**src/rtl/pair_pkg.sv**
```systemverilog
package pair_pkg;
    localparam int REG_W = 5;
    localparam int TAG_W = 8;
    localparam int LANES = 2;

    typedef logic [REG_W-1:0] reg_idx_t;

    typedef struct packed {
        logic [TAG_W-1:0] tag;
        reg_idx_t         rd;
        reg_idx_t         rs1;
        reg_idx_t         rs2;
    } ins_t;

    typedef struct packed {
        logic v;
        ins_t ins;
    } slot_t;

    localparam reg_idx_t ZERO_REG = '0;

    function automatic logic real_reg(reg_idx_t r);
        return r != ZERO_REG;
    endfunction

    // younger reads what older writes
    function automatic logic reads_dest(reg_idx_t s1, reg_idx_t s2, reg_idx_t wr);
        return real_reg(wr) && ((s1 == wr) || (s2 == wr));
    endfunction

    // both write the same register
    function automatic logic same_dest(reg_idx_t a, reg_idx_t b);
        return real_reg(a) && (a == b);
    endfunction
endpackage

```
**src/rtl/pair_select.sv**
```systemverilog
module pair_select
    import pair_pkg::*;
(
    input  slot_t               held,
    input  slot_t [LANES-1:0]   fetch,
    output slot_t               older,
    output slot_t               younger
);
    // A carried instruction is always older than anything newly fetched.
    always_comb begin
        if (held.v) begin
            older   = held;
            younger = fetch[0];
        end else begin
            older   = fetch[0];
            younger = fetch[1];
        end
    end
endmodule

```
**src/rtl/pair_hazard.sv**
```systemverilog
module pair_hazard
    import pair_pkg::*;
(
    input  logic     clk,
    input  logic     rst,
    input  logic     old_v,
    input  reg_idx_t old_rd,
    input  logic     yng_v,
    input  reg_idx_t yng_rd,
    input  reg_idx_t yng_rs1,
    input  reg_idx_t yng_rs2,
    output logic     raw,
    output logic     waw,
    output logic     conflict
);
    logic both_v;

    assign both_v   = old_v && yng_v;
    assign raw      = both_v && reads_dest(yng_rs1, yng_rs2, old_rd);
    assign waw      = both_v && same_dest(yng_rd, old_rd);
    assign conflict = raw || waw;

    // an older instruction writing register 0 never blocks pairing
    p_zero_dest_free_r5: assert property (@(posedge clk) disable iff (rst)
        (old_rd == ZERO_REG) |-> !conflict);

    // a bubble never raises a conflict
    p_bubble_free_r7: assert property (@(posedge clk) disable iff (rst)
        (!old_v || !yng_v) |-> !conflict);
endmodule

```
**src/rtl/pair_steer.sv**
```systemverilog
module pair_steer
    import pair_pkg::*;
(
    input  logic   clk,
    input  logic   rst,
    input  slot_t  older,
    input  slot_t  younger,
    input  logic   conflict,
    output slot_t  lane0,
    output slot_t  lane1,
    output slot_t  carry_n
);
    always_comb begin
        lane0   = '0;
        lane1   = '0;
        carry_n = '0;
        if (!older.v) begin
            lane0 = younger;             // compact a bubble out of lane 0
        end else if (younger.v && conflict) begin
            lane0   = older;
            carry_n = younger;           // younger waits for the next pair
        end else begin
            lane0 = older;
            lane1 = younger;
        end
    end

    // lane 1 never issues without lane 0
    p_lane_order_r8: assert property (@(posedge clk) disable iff (rst)
        lane1.v |-> lane0.v);

    // on a conflict the younger candidate is held, not dropped
    p_carry_on_clash_r3: assert property (@(posedge clk) disable iff (rst)
        (older.v && younger.v && conflict) |-> (carry_n.v && !lane1.v));
endmodule

```
**src/rtl/dual_issue_pairer.sv**
```systemverilog
module dual_issue_pairer
    import pair_pkg::*;
(
    input  logic                     clk,
    input  logic                     rst,
    input  logic [LANES-1:0]         fe_vld,
    input  logic [LANES*TAG_W-1:0]   fe_tag,
    input  logic [LANES*REG_W-1:0]   fe_rd,
    input  logic [LANES*REG_W-1:0]   fe_rs1,
    input  logic [LANES*REG_W-1:0]   fe_rs2,
    output logic [LANES-1:0]         fe_rdy,
    output logic [LANES-1:0]         is_vld,
    output logic [LANES*TAG_W-1:0]   is_tag,
    output logic [LANES*REG_W-1:0]   is_rd,
    output logic [LANES*REG_W-1:0]   is_rs1,
    output logic [LANES*REG_W-1:0]   is_rs2
);
    slot_t [LANES-1:0] fe_slot;
    slot_t [LANES-1:0] is_q;
    slot_t             carry_q;
    slot_t             carry_n;
    slot_t             older;
    slot_t             younger;
    slot_t             lane0;
    slot_t             lane1;
    logic              raw;
    logic              waw;
    logic              conflict;

    for (genvar g = 0; g < LANES; g++) begin : g_lane
        assign fe_slot[g] = '{v: fe_vld[g],
                              ins: '{tag: fe_tag[g*TAG_W +: TAG_W],
                                     rd:  fe_rd[g*REG_W +: REG_W],
                                     rs1: fe_rs1[g*REG_W +: REG_W],
                                     rs2: fe_rs2[g*REG_W +: REG_W]}};
        assign is_vld[g]                = is_q[g].v;
        assign is_tag[g*TAG_W +: TAG_W] = is_q[g].ins.tag;
        assign is_rd[g*REG_W +: REG_W]  = is_q[g].ins.rd;
        assign is_rs1[g*REG_W +: REG_W] = is_q[g].ins.rs1;
        assign is_rs2[g*REG_W +: REG_W] = is_q[g].ins.rs2;
    end

    // While carrying, only slot 0 is taken; fetch re-offers slot 1 as slot 0.
    assign fe_rdy = {~carry_q.v, 1'b1};

    pair_select u_select (
        .held    (carry_q),
        .fetch   (fe_slot),
        .older   (older),
        .younger (younger)
    );

    pair_hazard u_hazard (
        .clk      (clk),
        .rst      (rst),
        .old_v    (older.v),
        .old_rd   (older.ins.rd),
        .yng_v    (younger.v),
        .yng_rd   (younger.ins.rd),
        .yng_rs1  (younger.ins.rs1),
        .yng_rs2  (younger.ins.rs2),
        .raw      (raw),
        .waw      (waw),
        .conflict (conflict)
    );

    pair_steer u_steer (
        .clk      (clk),
        .rst      (rst),
        .older    (older),
        .younger  (younger),
        .conflict (conflict),
        .lane0    (lane0),
        .lane1    (lane1),
        .carry_n  (carry_n)
    );

    always_ff @(posedge clk) begin
        if (rst) begin
            carry_q <= '0;
            is_q    <= '0;
        end else begin
            carry_q <= carry_n;
            is_q    <= {lane1, lane0};
        end
    end

    // reset empties the lanes and drops any carried instruction
    p_reset_state_r9: assert property (@(posedge clk)
        rst |=> (is_vld == '0 && fe_rdy == {LANES{1'b1}}));

    // a carried instruction issues on lane 0 in the following cycle
    p_carry_issues_r6: assert property (@(posedge clk) disable iff (rst)
        carry_q.v |=> (is_q[0].v && is_q[0].ins == $past(carry_q.ins)));

    // an issued pair never has a read-after-write clash
    p_pair_no_raw_r3: assert property (@(posedge clk) disable iff (rst)
        (is_q[0].v && is_q[1].v) |->
            !reads_dest(is_q[1].ins.rs1, is_q[1].ins.rs2, is_q[0].ins.rd));

    // an issued pair never writes the same nonzero register twice
    p_pair_no_waw_r4: assert property (@(posedge clk) disable iff (rst)
        (is_q[0].v && is_q[1].v) |-> !same_dest(is_q[1].ins.rd, is_q[0].ins.rd));

    // with no carry and a clean pair both lanes fill next cycle
    p_clean_pair_r2: assert property (@(posedge clk) disable iff (rst)
        (!carry_q.v && fe_vld == 2'b11 && !raw && !waw) |=> (is_vld == 2'b11));
endmodule

```
**config.mk**
```make
export PLATFORM = sky130hd
export DESIGN_NAME = dual_issue_pairer
export DESIGN_NICKNAME = d
export VERILOG_FILES = /design/src/rtl/pair_pkg.sv /design/src/rtl/pair_select.sv /design/src/rtl/pair_hazard.sv /design/src/rtl/pair_steer.sv /design/src/rtl/dual_issue_pairer.sv
export SDC_FILE = /design/constraint.sdc
export NUM_CORES = 1
export LEC_CHECK = 0
export BUFFER_PORTS_ARGS = -buffer_cell sky130_fd_sc_hd__buf_2
export CAP_MARGIN = 20
export CORE_MARGIN = 10
export CORE_UTILIZATION = 44
export CTS_CLUSTER_DIAMETER = 50
export CTS_CLUSTER_SIZE = 10
export DETAILED_ROUTE_END_ITERATION = 16
export GPL_TIMING_DRIVEN = 0
export PLACE_DENSITY = 0.71
export SETUP_SLACK_MARGIN = 0.02
export SLEW_MARGIN = 0
export SYNTH_ARGS = -nofsm -noshare
export SYNTH_HDL_FRONTEND = slang
export SYNTH_SLANG_ARGS = --single-unit
```
**constraint.sdc**
```tcl
create_clock -name clk -period 1.9 [get_ports clk]
set_input_delay 0.38 -clock clk [delete_from_list [all_inputs] [get_ports clk]]
set_output_delay 0.38 -clock clk [all_outputs]
set_load 0.02 [all_outputs]
```
-- Word-level counts from Yosys, hierarchy flattened
Index checks and enable logic that the tools add are counted.
- register bits after elaboration: 72
- latch bits: 0
- RAM bits: 0
- memory bits (read-only): 0
- input port bits: 50
- output and inout bits: 50
- logic and storage cells: 36
- memories: 0
- add/subtract/negate cells: 0
- multiply operators: 0
- divide/modulo/power cells: 0
- magnitude comparators: 0
- equality and inequality tests: 3
- shift-type cells: 0
- multiplexer cells: 3
- bitwise logic cells: 3
- reduce and logical (&&, ||, !) cells: 12
- operators with widths (cell ; number):
    24-bit 2-to-1 mux ; 3
    5-bit equality test ; 3
    5-bit nonzero test ; 2
    1-bit logical AND ; 6
    3-bit OR reduction ; 2
    1-bit NOT ; 3
    1-bit logical OR ; 2

-- Depth between registers and ports, before layout
- depth after elaboration: 9
- depth in mapped cells: 8
- mapped depth without buffers: 6

-- Cells and area by module
A second synthesis with hierarchy kept.
- cell total of the unflattened synthesis: 348
- area total of the unflattened synthesis: 3520.9 um^2
- by module, submodules not included (module ; times used ; cells an instance ; area an instance (um^2) ; sequential area each (um^2)):
    dual_issue_pairer ; 1 ; 155 ; 1996.9 ; 1441.4
    pair_select ; 1 ; 53 ; 650.6 ; 0.0
    pair_steer ; 1 ; 108 ; 628.1 ; 0.0
    pair_hazard ; 1 ; 32 ; 245.2 ; 0.0

-- Worst setup path after synthesis
OpenSTA, ideal clock, no wires.
- path type: input -> register
- start: input fe_rd[2]
- end: register carry_q[0] in the netlist's numbering
- library setup time: 0.122 ns
- arrival time: 1.659 ns
- required time: 1.778 ns
- path slack: 0.119 ns
- cell stages on the path: 8
- buffers on the path: 2
- cell sequence: buf_2 > or4_1 > nor3_2 > a211oi_2 > nand2b_1 > a31o_4 > buf_6 > nor2_1
- cells in the longest elaborated chain, start to end: 9
- elaborated cells on any way between the ends: 16
- classes of those cells: eq/ne (3); mux (2); bitwise (1); reduce/logical (10)
- RTL lines (what ; RTL line ; RTL):
    from (decl) ; dual_issue_pairer.sv:8 ; input logic [LANES*REG_W-1:0] fe_rd,
    24-bit 2-to-1 mux ; pair_select.sv:11 ; if (held.v) begin
    5-bit equality test ; pair_pkg.sv:28 ; return real_reg(wr) && ((s1 == wr) || (s2 == wr));
    1-bit logical OR ; pair_pkg.sv:28 ;
    1-bit logical AND ; pair_pkg.sv:28 ;
    1-bit logical AND ; pair_hazard.sv:19 ; assign raw = both_v && reads_dest(yng_rs1, yng_rs2, old_rd);
    1-bit logical OR * ; pair_hazard.sv:21 ; assign conflict = raw || waw;
    1-bit logical AND * ; pair_steer.sv:19 ; end else if (younger.v && conflict) begin
    1-bit NOT (no line) * ; - ;
    3-bit OR reduction (no line) * ; - ;
    to (signal assigned) ; dual_issue_pairer.sv:83 ; carry_q <= carry_n;
    to (decl) ; dual_issue_pairer.sv:20 ; slot_t carry_q;
Every way passes the cells marked *; elsewhere a longest branch is shown, timed or not.
A chain may end at the register's enable or synchronous reset.

-- Final worst setup path
- start: register carry_q[23] in the netlist's numbering
- end: register is_q (netlist bit is_rd[9])
- cells in the longest elaborated chain, start to end: 8
- elaborated cells on any way between the ends: 17
- classes of those cells: eq/ne (3); mux (2); bitwise (1); reduce/logical (11)
- RTL lines (what ; RTL line ; RTL):
    24-bit 2-to-1 mux ; pair_select.sv:11 ;
    5-bit equality test ; pair_pkg.sv:28 ;
    1-bit logical OR ; pair_pkg.sv:28 ;
    1-bit logical AND ; pair_pkg.sv:28 ;
    1-bit logical AND ; pair_hazard.sv:19 ;
    1-bit logical OR ; pair_hazard.sv:21 ;
    1-bit logical AND ; pair_steer.sv:19 ;
    3-bit OR reduction (no line) ; - ;
    to (signal assigned) ; dual_issue_pairer.sv:84 ; is_q <= {lane1, lane0};
    to (decl) ; dual_issue_pairer.sv:19 ; slot_t [LANES-1:0] is_q;
Parallel ways exist; a longest one is shown, timed or not.

==> results by group <==
Yosys
  • Number of synthesized flops with an enable pin: 0
  • Main combinational cell family by area after synthesis: multiplexers
  • Synth warn: 0
  • Post-synthesis xor/xnor area fraction: 4.718%
  • Post-synthesis cell count: 323
  • Synthesized flop and latch total: 72
  • Synth Area in Compound Gates: 15.50%
  • Ys async rst share: 0%
  • Top FF cell, synth: dfxtp_1
  • Post-synthesis mux area share: 16.18%
  • Sequential fraction of the synthesis area: 45.68%
  • Netlist Area Pre-Place: 3156 µm²
  • Syn_area_per_cell: 9.769 µm²
  • Post-Synth Simple-Gate Area: 11.78%
  • Syn Nets: 373
  • Synthesized-area fraction occupied by adder cells: 0%
  • Netlist cell types: 37

Hold path
  • HP Class: in -> reg
  • Hold path cells: 3
  • Hold EP: is_vld[0]
  • Hold path start: fe_vld[1]

Detailed routing
  • Drt pass-1 iters: 4
  • Avg WL per Cell: 17.83 µm
  • Vias: 2754
  • Starting DRC count in detailed routing: 122
  • Routed Antenna Nets: 0
  • DRC violations left: 0
  • Via density: 5.138
  • Overall routed net length: 9.557 mm

Floorplanning
  • Initial Utilization: 45.94%
  • Die H: 104.7 µm
  • Boundary Pins: 100
  • Die footprint: 10960 µm²
  • Chip Width: 104.7 µm
  • FP Rows: 30
  • Area of the core: 6869 µm²

STA
  • Finish-stage setup viols: 0
  • Fmax: 551.2 MHz
  • RSZ-0062 raised after global routing: true
  • Number of max-slew violations in the final report: 0
  • Setup Skew: 0.005386 ns
  • Final worst slack: 0.08571 ns
  • Final Hold Fails: 0
  • Post-layout min period: 1.814 ns
  • Tcrit/Tclk final: 95.49%
  • WHS: 0.2674 ns
  • Slew headroom: 60.83%
  • Worst-Margin Slew: 0.5876 ns

Finish
  • Layout cell share with drive strength beyond 1: 37.95%
  • Area occupied by multi-input gates: 1546 µm²
  • Synth-to-layout area growth: 27.40%
  • Final Cell Area: 4020 µm²
  • Seq. cell area: 1445 µm²
  • Final #Nets: 485
  • Antenna Cells: 0
  • Filler instances: 610

Setup path
  • Critical R2R Launch: carry_q[23]
  • CP Launch Type: register
  • Max incr delay on CP: 0.48 ns
  • Crit path cell chain: buf_2, o21ai_0, a211oi_4, buf_4, buf_4, a211oi_2
  • CP required: 2.16 ns
  • Slowest cell on crit path: o21ai_0
  • WP buf/inv: 3
  • Crit path top cell by count: buf_4
  • Crit path max-delay family: compound AO/OA/AOI/OAI gates
  • Worst-path fanout max: 10
  • CP Data Arrival Time: 2.08 ns
  • Worst Setup End Kind: register
  • Reg2reg path depth: 6
  • R2R Path End: is_rd[9]
  • Reg2Reg Setup Slack: 0.09 ns
  • CP Class: reg -> reg

Global routing
  • Vias in the first global route: 2885
  • Largest net degree at the start of global routing: 13
  • GR Overflow Total: 0
  • First-pass GRT wire length: 14.77 mm
  • GRT Overall Usage: 16.73%
  • Antenna violations before repair: 1

Flow run
  • Max_cap viols: 0

Clock network
  • Number of buffers created by CTS: 9
  • H-tree depth: 3
  • Worst skew pair latency: 0.35 ns
  • # hold bufs at CTS: 0
  • Max clock buf depth: 2
  • Sink Count: 72
  • TritonCTS clock tree: yes
  • Clock slew at reported path FFs: 0.08 ns
  • CTS Root Cell: clkbuf_8

Placed design
  • Global placement routability congestion: 0.9150
  • Pre-CTS setup slack: -0.1873 ns
  • HPWL after detailed placement: 6.996 mm
  • Placed cell areas: 3741 µm²
  • Number of I/O port buffers: 93

Outcome
  • Outcome: complete, no violations

Pwr
  • Leakage power: 0.001844 µW
  • Peak supply drop: 0.4096 mV
  • Cell Pwr Density: 811.8 nW/µm²
power by group:
part | switching [µW] | internal, µW | total (µW) | leakage [µW]
registers | 15.9 | 1570 | 1590 | 0.000592
logic | 343 | 215 | 559 | 0.00116
clock network | 576 | 540 | 1120 | 0.0000951
worst min-delay path, stage by stage:
cell,delay (ns)
buf_2,0.09
nor3_1,0.05
nor2_1,0.07
how the worst max path moves through the flow:
stage / from / endpoint / slack (ns) / cells past startpoint
after CTS: carry_q[23] / carry_q[2] / 0.05 / 7
after detailed placement: fe_vld[0] / carry_q[2] / -0.19 / 7
after floorplan: fe_rd[2] / carry_q[0] / 0.12 / 8
final: carry_q[23] / is_rd[9] / 0.09 / 6
after global routing: carry_q[23] / is_rd[5] / 0.02 / 5
after global placement: fe_vld[0] / carry_q[22] / -0.14 / 7
metal layers:
layer | vias to the layer above | GRT usage [%] | part of all wire, %
met2 | 110 | 27.08 | 46
li1 | 1335 | - | -
met3 | 22 | 5.897 | 8.5
met5 | - | 0 | 0
met4 | 0 | 7.745 | 2.6
met1 | 1287 | 19.42 | 43
cells in the mapped netlist, types with 2 or more instances:
master,count,share of area [%]
buf_4,4,0.95
buf_2,7,1.1
nor2_2,4,0.79
buf_1,3,0.36
nor4_1,2,0.40
o22ai_1,2,0.40
buf_6,4,1.4
a2111oi_2,2,0.95
clkbuf_1,8,0.95
mux2i_1,51,16
xnor2_1,9,2.5
a211oi_2,12,4.8
nand2b_1,2,0.40
xor2_1,8,2.2
a211oi_1,14,3.3
a21oi_1,23,3.6
nor2_1,65,7.7
nor3_1,4,0.63
and3_1,2,0.40
dfxtp_1,72,46
inv_1,9,1.1
placed cells by master (no fill, tap or decap), drive strengths merged, types with 2 or more instances in the layout:
cell type	instances
nand3	2
inv	9
a211oi	26
clkbuf	21
nor4	2
nor2	69
o22ai	3
and3	2
buf	118
nand2b	2
xnor2	9
clkinv	4
a2111oi	2
a21oi	23
xor2	8
dfxtp	72
mux2i	51
nor3	5
flip-flops by register name, indices dropped and copies added, names as in the netlist:
signal   flops
is_vld       2
is_rd       10
is_tag      16
is_rs1      10
carry_q     24
is_rs2      10
repair_timing:
action,in CTS,in global routing
setup buffers,1,6
gates resized for setup,6,11
pin swaps,1,4
endpoints found under the setup margin,52,57
cloned,0,1
cells by family after synthesis:
| family | count (synthesis) |
|---|---|
| mux | 51 |
| other cells | 1 |
| flops | 72 |
| compound gates | 61 |
| simple gates | 85 |
| xor+xnor | 17 |
| buf+inv | 36 |
metrics by stage:
step	total power [µW]	TNS [ns]	std cells	utilization (%)
after floorplan	1967	0	323	-
after global placement	2154	-4.752	512	54.46
after detailed placement	2164	-7.119	512	54.46
after CTS	3272	0	529	57.43
after global routing	3406	0	536	58.52
final	3264	0	536	58.52
cell type report:
type                    instances  area share [%]
clock buffers                  11           3.766
clock inverters                 5          0.7781
plain buffers                  27           4.202
flip-flops and latches         72           35.95
multi-input cells             215           38.47
repair buffers                101           13.01
well taps                      96           2.988
inverters                       9          0.8403
No activity file was read; power rests on OpenSTA's default activity.
